**config.mk**
```make
export PLATFORM = sky130hd
export DESIGN_NAME = dacbank_quad
export DESIGN_NICKNAME = d
export VERILOG_FILES = /design/src/rtl/dacbank_pkg.sv /design/src/rtl/dac_ldpin_qual.sv /design/src/rtl/dac_mode_reg.sv /design/src/rtl/dac_chan_slot.sv /design/src/rtl/dacbank_quad.sv
export SDC_FILE = /design/constraint.sdc
export NUM_CORES = 1
export LEC_CHECK = 0
export ABC_CLOCK_PERIOD_IN_PS = 2800
export BUFFER_PORTS_ARGS = -buffer_cell sky130_fd_sc_hd__buf_2
export CAP_MARGIN = 20
export CORE_MARGIN = 3
export CORE_UTILIZATION = 53
export DETAILED_ROUTE_END_ITERATION = 6
export MAX_ROUTING_LAYER = met4
export PLACE_DENSITY = 0.77
export SLEW_MARGIN = 20
export SYNTH_ARGS = -nofsm -noshare
export SYNTH_HDL_FRONTEND = slang
export SYNTH_SLANG_ARGS = --single-unit
```
**constraint.sdc**
```tcl
create_clock -name clk -period 2.8 [get_ports clk]
set_input_delay 0.42 -clock clk [delete_from_list [all_inputs] [get_ports clk]]
set_output_delay 0.42 -clock clk [all_outputs]
set_load 0.01 [all_outputs]
```
**src/rtl/dacbank_pkg.sv**
```systemverilog
// Package: constants shared by the quad DAC code bank.
// Assumes four channels; the control word layout keeps the pin-mode bit at 3.
package dacbank_pkg;
    localparam int NUM_CH     = 4;
    localparam int CH_IDX_W   = 2;
    localparam int CFG_W      = 8;
    localparam int PINCTL_BIT = 3;
    localparam logic [CFG_W-1:0] CFG_RESET = 8'h08;

    typedef logic [NUM_CH-1:0] ch_mask_t;
endpackage

```
**src/rtl/dac_ldpin_qual.sv**
```systemverilog
// Module: dac_ldpin_qual
// Synchronises the active-low load strobe with two flops, detects a
// high-to-low transition and qualifies it by width. Emits a one-cycle
// pulse once the synchronised level has been low for MIN_LOW cycles
// after being high. Assumes MIN_LOW >= 1. The flops reset to low, so a
// strobe that is low out of reset never counts as an edge.
module dac_ldpin_qual #(
    parameter int MIN_LOW = 2
) (
    input  logic clk,
    input  logic rst_n,
    input  logic ld_pin_n,
    output logic load_fire
);
    localparam int CNT_W = $clog2(MIN_LOW + 1);
    localparam logic [CNT_W-1:0] CNT_SAT = CNT_W'(MIN_LOW);
    localparam logic [CNT_W-1:0] CNT_HIT = CNT_W'(MIN_LOW - 1);

    logic meta_q;
    logic sync_q;
    logic [CNT_W-1:0] low_cnt;

    // Two-flop synchroniser for the asynchronous strobe.
    always_ff @(posedge clk) begin
        if (!rst_n) begin
            meta_q <= 1'b0;
            sync_q <= 1'b0;
        end else begin
            meta_q <= ld_pin_n;
            sync_q <= meta_q;
        end
    end

    // Count low cycles since the last high level; saturate so a long low fires once.
    always_ff @(posedge clk) begin
        if (!rst_n) begin
            low_cnt <= CNT_SAT;
        end else if (sync_q) begin
            low_cnt <= '0;
        end else if (low_cnt != CNT_SAT) begin
            low_cnt <= low_cnt + CNT_W'(1);
        end
    end

    assign load_fire = !sync_q && (low_cnt == CNT_HIT);
endmodule

```
**src/rtl/dac_mode_reg.sv**
```systemverilog
// Module: dac_mode_reg
// Holds the load-mode bit of the control word. High selects pin-driven
// loading, low selects direct update. Only bit PINCTL_BIT is stored.
module dac_mode_reg
    import dacbank_pkg::*;
(
    input  logic             clk,
    input  logic             rst_n,
    input  logic             cfg_wr_en,
    input  logic [CFG_W-1:0] cfg_wdata,
    output logic             pin_en
);
    logic unused_cfg_bits;
    assign unused_cfg_bits = ^{cfg_wdata[CFG_W-1:PINCTL_BIT+1], cfg_wdata[PINCTL_BIT-1:0]};

    // Capture the mode bit on a control write.
    always_ff @(posedge clk) begin
        if (!rst_n) begin
            pin_en <= CFG_RESET[PINCTL_BIT];
        end else if (cfg_wr_en) begin
            pin_en <= cfg_wdata[PINCTL_BIT];
        end
    end
endmodule

```
**src/rtl/dac_chan_slot.sv**
```systemverilog
// Module: dac_chan_slot
// One channel: staging register, converter register and pending flag.
// Transfers when pending and allowed. A write on the transfer edge keeps
// the flag set, so the newer code waits for the next transfer.
module dac_chan_slot #(
    parameter int DW = 12
) (
    input  logic          clk,
    input  logic          rst_n,
    input  logic          wr_hit,
    input  logic [DW-1:0] wr_data,
    input  logic          xfer_ok,
    output logic [DW-1:0] dac_q,
    output logic          pend_q
);
    logic [DW-1:0] hold_q;
    logic          do_xfer;

    assign do_xfer = pend_q && xfer_ok;

    // Staging register written by the host.
    always_ff @(posedge clk) begin
        if (!rst_n) begin
            hold_q <= '0;
        end else if (wr_hit) begin
            hold_q <= wr_data;
        end
    end

    // Converter register loaded from the staging register.
    always_ff @(posedge clk) begin
        if (!rst_n) begin
            dac_q <= '0;
        end else if (do_xfer) begin
            dac_q <= hold_q;
        end
    end

    // Pending flag: a write sets it and takes priority over a clearing transfer.
    always_ff @(posedge clk) begin
        if (!rst_n) begin
            pend_q <= 1'b0;
        end else if (wr_hit) begin
            pend_q <= 1'b1;
        end else if (do_xfer) begin
            pend_q <= 1'b0;
        end
    end
endmodule

```
**src/rtl/dacbank_quad.sv**
```systemverilog
// Module: dacbank_quad
// Top of the double-buffered quad DAC code bank. Decodes host writes to
// a channel and picks the transfer condition from the mode bit (qualified
// strobe pulse or always). Fans out the four converter registers to
// separate buses. Assumes ld_n is asynchronous and the host inputs are
// synchronous to clk.
module dacbank_quad
    import dacbank_pkg::*;
#(
    parameter int DW      = 12,
    parameter int MIN_LOW = 2
) (
    input  logic                clk,
    input  logic                rst_n,
    input  logic                wr_en,
    input  logic [CH_IDX_W-1:0] ch_sel,
    input  logic [DW-1:0]       wr_data,
    input  logic                cfg_wr_en,
    input  logic [CFG_W-1:0]    cfg_wdata,
    input  logic                ld_n,
    output logic [DW-1:0]       dac_a,
    output logic [DW-1:0]       dac_b,
    output logic [DW-1:0]       dac_c,
    output logic [DW-1:0]       dac_d,
    output logic [NUM_CH-1:0]   pend_o
);
    logic          pin_en;
    logic          load_fire;
    logic          xfer_ok;
    ch_mask_t      wr_hit;
    logic [DW-1:0] dac_arr [NUM_CH];

    dac_mode_reg u_mode (
        .clk       (clk),
        .rst_n     (rst_n),
        .cfg_wr_en (cfg_wr_en),
        .cfg_wdata (cfg_wdata),
        .pin_en    (pin_en)
    );

    dac_ldpin_qual #(.MIN_LOW(MIN_LOW)) u_qual (
        .clk       (clk),
        .rst_n     (rst_n),
        .ld_pin_n  (ld_n),
        .load_fire (load_fire)
    );

    // Transfer condition: qualified strobe in pin mode, always in direct mode.
    assign xfer_ok = pin_en ? load_fire : 1'b1;

    for (genvar c = 0; c < NUM_CH; c++) begin : g_chan
        assign wr_hit[c] = wr_en && (ch_sel == CH_IDX_W'(c));

        dac_chan_slot #(.DW(DW)) u_slot (
            .clk     (clk),
            .rst_n   (rst_n),
            .wr_hit  (wr_hit[c]),
            .wr_data (wr_data),
            .xfer_ok (xfer_ok),
            .dac_q   (dac_arr[c]),
            .pend_q  (pend_o[c])
        );
    end

    assign dac_a = dac_arr[0];
    assign dac_b = dac_arr[1];
    assign dac_c = dac_arr[2];
    assign dac_d = dac_arr[3];
endmodule

```
=== Yosys cells after proc, flatten, opt, wreduce, memory -nomap -nowiden ===
Index checks and enable logic that the tools add are counted.

* Register bits: 105
* Input port bits: 27
* Output and inout bits: 52
* Logic and storage cells: 52

* Add/sub/neg operators: 1
* Eq/ne operators: 5
* Multiplexer cells: 11
* Bitwise operators: 1
* Reduce and logical (&&, ||, !) cells: 17

{| class="wikitable"
|+ Operators by type and width
! kind !! count
|-
| nonzero test 2 bit || 5
|-
| logical AND 1 bit || 9
|-
| two-way mux 1 bit || 9
|-
| equality test 2 x 1 -> 1 bit (second input constant) || 2
|-
| equality test 2 bit (second input constant) || 2
|-
| two-way mux 2 bit || 2
|-
| adder 2 x 1 -> 2 bit (second input constant) || 1
|-
| zero test 2 bit || 1
|-
| != test 2 bit (second input constant) || 1
|-
| OR reduction 2 bit || 1
|-
| zero test 1 bit || 1
|-
| NOT 1 bit || 1
|}

=== Depth between registers and ports, before layout ===
Gate-level depths: netlist of the first run.

* Depth after elaboration: 6
* Depth in mapped cells: 5
* Depth with buffers taken out: 3

=== Hierarchy ===
Synthesis of the first run repeated with hierarchy kept, for this count alone.

* Cells, all modules: 406
* Area total of the unflattened synthesis: 4,113.9 um2

{| class="wikitable"
|+ Modules (own cells, without submodules)
! module !! times used !! cells each !! area each (um2) !! sequential area each (um2)
|-
| dac_chan_slot || 4 || 97 || 978.4 || 500.5
|-
| dac_ldpin_qual || 1 || 10 || 122.6 || 80.1
|-
| dacbank_quad || 1 || 5 || 43.8 || 0.0
|-
| dac_mode_reg || 1 || 3 || 33.8 || 20.0
|}

=== Least setup slack after synthesis of the first run ===
OpenSTA, ideal clock, no wires.

* Path type: reg2reg
* Start point: register u_qual.low_cnt[0]
* End point: register g_chan[0].u_slot.dac_q[10]
* Library setup time: 0.072 ns
* Arrival time: 1.371 ns
* Required time: 2.728 ns
* Path slack: 1.357 ns
* Stages on the path, launching flop included: 6
* Path buffers: 2
* Clock period less this slack: 1.443 ns
* Cells stage by stage: dfxtp_1 -> or3b_1 -> buf_6 -> a21boi_4 -> buf_12 -> mux2i_1

* Longest elaborated chain between the ends: 4

{| class="wikitable"
|+ RTL lines
! element !! RTL line !! text
|-
| start, declared || dac_ldpin_qual.sv:21 || <nowiki>logic [CNT_W-1:0] low_cnt;</nowiki>
|-
| start signal, assigned || dac_ldpin_qual.sv:41 || <nowiki>low_cnt <= low_cnt + CNT_W'(1);</nowiki>
|-
| equality test 2 x 1 -> 1 bit || dac_ldpin_qual.sv:45 || <nowiki>assign load_fire = !sync_q && (low_cnt == CNT_HIT);</nowiki>
|-
| logical AND 1 bit || dac_ldpin_qual.sv:45 ||
|-
| two-way mux 1 bit || dacbank_quad.sv:49 || <nowiki>assign xfer_ok = pin_en ? load_fire : 1'b1;</nowiki>
|-
| logical AND 1 bit || dac_chan_slot.sv:19 || <nowiki>assign do_xfer = pend_q && xfer_ok;</nowiki>
|-
| end signal, assigned || dac_chan_slot.sv:35 || <nowiki>dac_q <= hold_q;</nowiki>
|-
| end, declared || dac_chan_slot.sv:13 || <nowiki>output logic [DW-1:0] dac_q,</nowiki>
|}

Every way passes these cells.
A chain may end at the register's enable or synchronous reset.

=== Final worst setup path of the first run ===
* Start point: register u_qual.low_cnt[0]
* End point: register g_chan[3].u_slot.dac_q[1]

* Longest elaborated chain between the ends: 4

{| class="wikitable"
|+ RTL lines
! element !! RTL line
|-
| equality test 2 x 1 -> 1 bit || dac_ldpin_qual.sv:45
|-
| logical AND 1 bit || dac_ldpin_qual.sv:45
|-
| two-way mux 1 bit || dacbank_quad.sv:49
|-
| logical AND 1 bit || dac_chan_slot.sv:19
|-
| end signal, assigned || dac_chan_slot.sv:35
|-
| end, declared || dac_chan_slot.sv:13
|}

Every way passes these cells.

==> metrics.txt, run 1 <==
Pint 2.09 mW; Hold EP u_qual.meta_q; GRT overflow 0; FF+latch count, synth 105; f_max 520 MHz; Resized cells post-CTS 0; reg-to-reg slack, setup 0.88 ns; # port buffers 71; Hold Crit Class primary input to flip-flop; cts bufs inserted 9; clk_lat worst skew 0.35 ns; Worst Tran Pin Value 0.751 ns; Worst Hold Depth 2; # Max-Cap Violations 0; Die H 94.3 µm; crit path kind flip-flop to flip-flop; Final ANT Viol Nets 0; TNS Setup 0 ns; mux contribution to synthesized area 11.9%; max_slew headroom 49.9%; combinational family with the most area after synthesis simple AND/OR/NAND/NOR gates; Cell Pwr Density 579 mW/mm²; All-Layer GR Usage 20.8%; synth-to-layout area growth 12.4%; Routed wire per std cell 14.1 µm; Synth cell types 21; vias in the first global route 2,848; routed vias 3,125; r2r worst-path depth 3; syn_nets 483; leakage power 1.76 nW; Req. time, crit path 3.08 ns; Critical R2R Capture g_chan[3].u_slot.dac_q[1]; drt via density 5.11; Setup Slack @ Placement 0.923 ns; num ports 79; critical path endpoint category flip-flop; CP max FO 12; global-route wire length before repair 13,800 µm; H-tree levels 3; post-CTS setup buffers 0; part of the power in combinational logic 5.8%; Clock Sinks 105; Final Slew Violations 0; Max clock buf depth 2; fin crit share 68.7%; unrepaired setup endpoints after global routing no; initial antenna violation count 0; Mean Syn Cell Area 9.05 µm²; die area 0.00889 mm²; CTS Root Buffer Type clkbuf_8; gp weighted congestion 0.818; post-synthesis simple-gate area fraction 20.2%; mapped cell area 0.00413 mm²; Worst-path clk slew 0.09 ns; DRT iter0 DRCs 201; Psw 0.598 mW; sequential share of power 57.5%; Initial Util 55.7%; pin count of the biggest net entering global routing 87; CP Launch Type flip-flop; DRT Wirelength 8620 µm; final worst setup slack 0.877 ns; Storage cell area 0.00210 mm²; nets 535; sw frac 22.3%; router iterations before antenna repair 4; Post-Synth Adder-Cell Area 0%; clk_skew 0.00602 ns; Fin Hold WS 0.269 ns; min Tclk post-route 1.92 ns; core area 0.00741 mm²; Compound-Gate Fraction of Synth Area 11.4%; Mapped Cells 456; final setup violation count 0; dpl hpwl 5880 µm; most frequent cells in the layout 193 x nand2_1, 105 x dfxtp_1, 70 x buf_2; number of antenna diodes 0; # hold bufs at CTS 0; Peak VDD IR 0.327 mV; most common cell after layout, fill and taps aside nand2_1; reg2reg start u_qual.low_cnt[0]; FILL cells 697; Synth Area in XOR/XNOR 0.212%; Critical Path AT 2.20 ns; Die W 94.3 µm; Yosys warnings 0; clock share of power 36.7%; Multi-input gate area 0.00180 mm²; status completed; CTS tree done; drt drc 0; layout cells sized above 1 18.6%; Final Hold Viols 0; hold_sp ld_n; Seq/Total Area, Yosys 50.9%; # rows 31
## flip-flops by register name, summed over array words and instances, names as in the netlist
register / cells
g_chan.u_slot.dac_q: 48
g_chan.u_slot.hold_q: 48
g_chan.u_slot.pend_q: 4
u_qual.low_cnt: 2
u_mode.pin_en: 1
u_qual.meta_q: 1
u_qual.sync_q: 1
## kinds of logic after synthesis
group                     count (synthesis)
AOI/OAI and AO/OA                        57
xor gates and xnor gates                  1
buffers and inverters                    35
DFF                                     105
muxes                                    49
and+or+nand+nor                         209
## area by class of cell
| type | count | area share, % |
|---|---|---|
| Multi-Input combinational cell | 316 | 38.9 |
| Clock buffer | 13 | 3.86 |
| Clock inverter | 2 | 0.755 |
| Sequential cell | 105 | 45.3 |
| Tap cell | 99 | 2.67 |
| Timing Repair Buffer | 76 | 8.52 |
## cell usage after synthesis
library cell | instances | share of area [%]
nand2_1 | 193 | 18
dfxtp_1 | 105 | 51
mux2i_1 | 49 | 12
a21boi_1 | 34 | 6.2
clkbuf_1 | 23 | 2.1
a21boi_0 | 18 | 3.3
nand3_1 | 5 | 0.61
a21boi_4 | 4 | 1.8
buf_12 | 4 | 1.9
buf_4 | 4 | 0.73
buf_2 | 3 | 0.36
and2_1 | 2 | 0.30
and3b_1 | 2 | 0.42
nand3b_1 | 2 | 0.36
or3b_1 | 2 | 0.42
and3_1 | 1 | 0.15
buf_6 | 1 | 0.27
nor3b_1 | 1 | 0.18
nor4b_1 | 1 | 0.21
o21ai_0 | 1 | 0.12
xnor2_1 | 1 | 0.21
## layer usage
metal	vias up	GRT usage (%)	share of wire, %
li1	1569	-	-
met1	1455	26.1	45
met2	89	33.8	48
met3	12	2.64	5.4
met4	0	8.78	1.9
met5	-	-	0
## critical path, stage by stage (launching register included)
cell	delay [ns]
dfxtp_1	0.36
or3b_1	0.62
a21boi_4	0.58
mux2i_1	0.28
## through the flow
stage               power, mW  std cells  util, %  area, µm²
CTS                      2.70        611     62.6       4640
detailed placement       1.73        596     59.7       4430
global placement         1.73        596     59.7       4430
finish                   2.68        611     62.6       4640
floorplan                1.68        456        -       4130
global route             2.78        611     62.6       4640
## power groups by stage
stage               Sequential, mW  Combinational (mW)  Clock, mW
floorplan                     1.57               0.112          0
global placement              1.58               0.152          0
detailed placement            1.58               0.155          0
CTS                           1.54               0.156       1.00
global route                  1.55               0.173       1.05
finish                        1.54               0.155      0.986
## worst max path at each step
stage / startpoint / slack [ns] / cells past startpoint / end
after floorplan: u_qual.low_cnt[0] / 1.36 / 5 / g_chan[0].u_slot.dac_q[10]
after global placement: u_qual.low_cnt[0] / 0.98 / 3 / g_chan[3].u_slot.dac_q[2]
after detailed placement: u_qual.low_cnt[0] / 0.92 / 3 / g_chan[3].u_slot.dac_q[4]
after CTS: u_qual.low_cnt[0] / 0.85 / 3 / g_chan[3].u_slot.dac_q[1]
after global routing: u_qual.low_cnt[0] / 0.78 / 3 / g_chan[3].u_slot.dac_q[1]
final: u_qual.low_cnt[0] / 0.88 / 3 / g_chan[3].u_slot.dac_q[1]
Note: power is estimated with default switching activity, not from simulation.
==> run 2, diff against run 1 <==
--- a/config.mk
+++ b/config.mk
@@ -5,7 +5,7 @@
 export SDC_FILE = /design/constraint.sdc
 export NUM_CORES = 1
 export LEC_CHECK = 0
-export ABC_CLOCK_PERIOD_IN_PS = 2800
+export ABC_CLOCK_PERIOD_IN_PS = 1800
 export BUFFER_PORTS_ARGS = -buffer_cell sky130_fd_sc_hd__buf_2
 export CAP_MARGIN = 20
 export CORE_MARGIN = 3
==> constraint.sdc (replaced) <==
create_clock -name clk -period 1.8 [get_ports clk]
set_input_delay 0.27 -clock clk [delete_from_list [all_inputs] [get_ports clk]]
set_output_delay 0.27 -clock clk [all_outputs]
set_load 0.01 [all_outputs]
==> metrics.txt, run 2 (synthesis gave the netlist of run 1 again) <==
Non-Filler Instances 614; Clock Sinks 105; die area 0.00889 mm²; crit path kind flip-flop to flip-flop; # Max-Cap Violations 0; CTS tree done; drt drc 0; CTS Root Buffer Type clkbuf_8; placed inst area 0.00451 mm²; H-tree levels 3; clk_lat worst skew 0.36 ns; clk_skew 0.00905 ns; Worst Tran Pin Value 0.595 ns; Max clock buf depth 2; gp weighted congestion 0.802; router iterations before antenna repair 4; Worst-path clk slew 0.10 ns; final setup violation count 0; CP max FO 12; global-route wire length before repair 13,800 µm; dpl hpwl 5910 µm; core area 0.00741 mm²; Die W 94.3 µm; unrepaired setup endpoints after global routing no; GRT overflow 0; initial antenna violation count 0; vias in the first global route 2,884; drt via density 5.07; DRT Wirelength 8570 µm; Largest regs g_chan.u_slot.dac_q x48, g_chan.u_slot.hold_q x48, g_chan.u_slot.pend_q x4; Final Cell Area 0.00473 mm²; layout cells sized above 1 19.2%; All-Layer GR Usage 20.7%; # rows 31; Die H 94.3 µm; Hold Crit Class primary input to flip-flop; Cell Pwr Density 892 mW/mm²; post-CTS setup buffers 0; routed vias 3,110; leakage power 1.79 nW; Final Slew Violations 0; critical path endpoint category flip-flop; num ports 79; Final Hold Viols 0; max_slew headroom 60.3%; pin count of the biggest net entering global routing 57; Req. time, crit path 2.09 ns; placed instance count 599; nets 538; cts bufs inserted 9; synth-to-layout area growth 14.6%; number of antenna diodes 0; Setup Slack @ Placement 0.0564 ns; post-route core utilization 63.9%; Final ANT Viol Nets 0; Routed wire per std cell 14.0 µm; Initial Util 55.7%; # port buffers 71; FILL cells 668; status completed; CP Launch Type flip-flop; most common cell after layout, fill and taps aside nand2_1; Peak VDD IR 0.583 mV; TNS Setup 0 ns; most frequent cells in the layout 193 x nand2_1, 105 x dfxtp_1, 70 x buf_2; Critical Path AT 1.87 ns; final worst setup slack 0.220 ns; DRT iter0 DRCs 175; f_max 633 MHz; min Tclk post-route 1.58 ns; fin crit share 87.8%
[run 2: cell count changes in the layout (fill, tap and decap cells not counted), sizes merged]
| cell | previous run | this run |
|---|---|---|
| clkbuf | 13 | 10 |
| clkinvlp | 0 | 2 |
| buf | 76 | 79 |
| bufinv | 1 | 2 |
[run 2: final timing paths]
check	startpoint	to	slack, ns	cells after the start
worst max-delay path	u_qual.low_cnt[0]	g_chan[0].u_slot.dac_q[3]	0.22	4
worst max register to register	u_qual.low_cnt[0]	g_chan[0].u_slot.dac_q[3]	0.22	4
worst min register to register	u_qual.meta_q	u_qual.sync_q	0.45	1
worst min-delay path	ld_n	u_qual.meta_q	0.11	2
[run 2: timing repair]
item                       CTS  global route
resized for setup            0             1
setup endpoints to repair    0            23
hold buffers                 0             0
[run 2: cell type report]
cell class | instances | area (µm²) | share of cell area, %
clock buffer | 10 | 138 | 2.91
sequential | 105 | 2100 | 44.4
clock inverter | 5 | 80.1 | 1.69
tap | 99 | 124 | 2.62
timing repair buffer | 79 | 480 | 10.2
multi-input combinational | 316 | 1810 | 38.2
[run 2: critical path, cell delays in order (launching register included)]
cell and delay [ns]:
dfxtp_1 0.38, or3b_4 0.51, a21boi_4 0.17, buf_4 0.24
mux2i_1 0.22
[run 2: routing by layer]
metal,routed length (µm),GRT usage [%],vias up
met2,4200,33.3,67
met4,96,6.62,0
met5,0,-,-
li1,-,-,1579
met1,3810,26.2,1455
met3,459,4.41,9
[run 2: metrics by stage]
| stage | power, mW | hold slack [ns] |
|---|---|---|
| CTS | 4.26 | 0.0966 |
| global route | 4.38 | 0.107 |
| global placement | 2.70 | 0.424 |
| finish | 4.22 | 0.114 |
| floorplan | 2.62 | 0.397 |
| detailed placement | 2.71 | 0.424 |
[run 2: where the power goes]
part	switching [mW]	internal (mW)	leakage, nW	total (mW)
combinational	0.152	0.0986	0.831	0.251
clock	0.757	0.811	0.104	1.57
sequential	0.0319	2.37	0.850	2.40
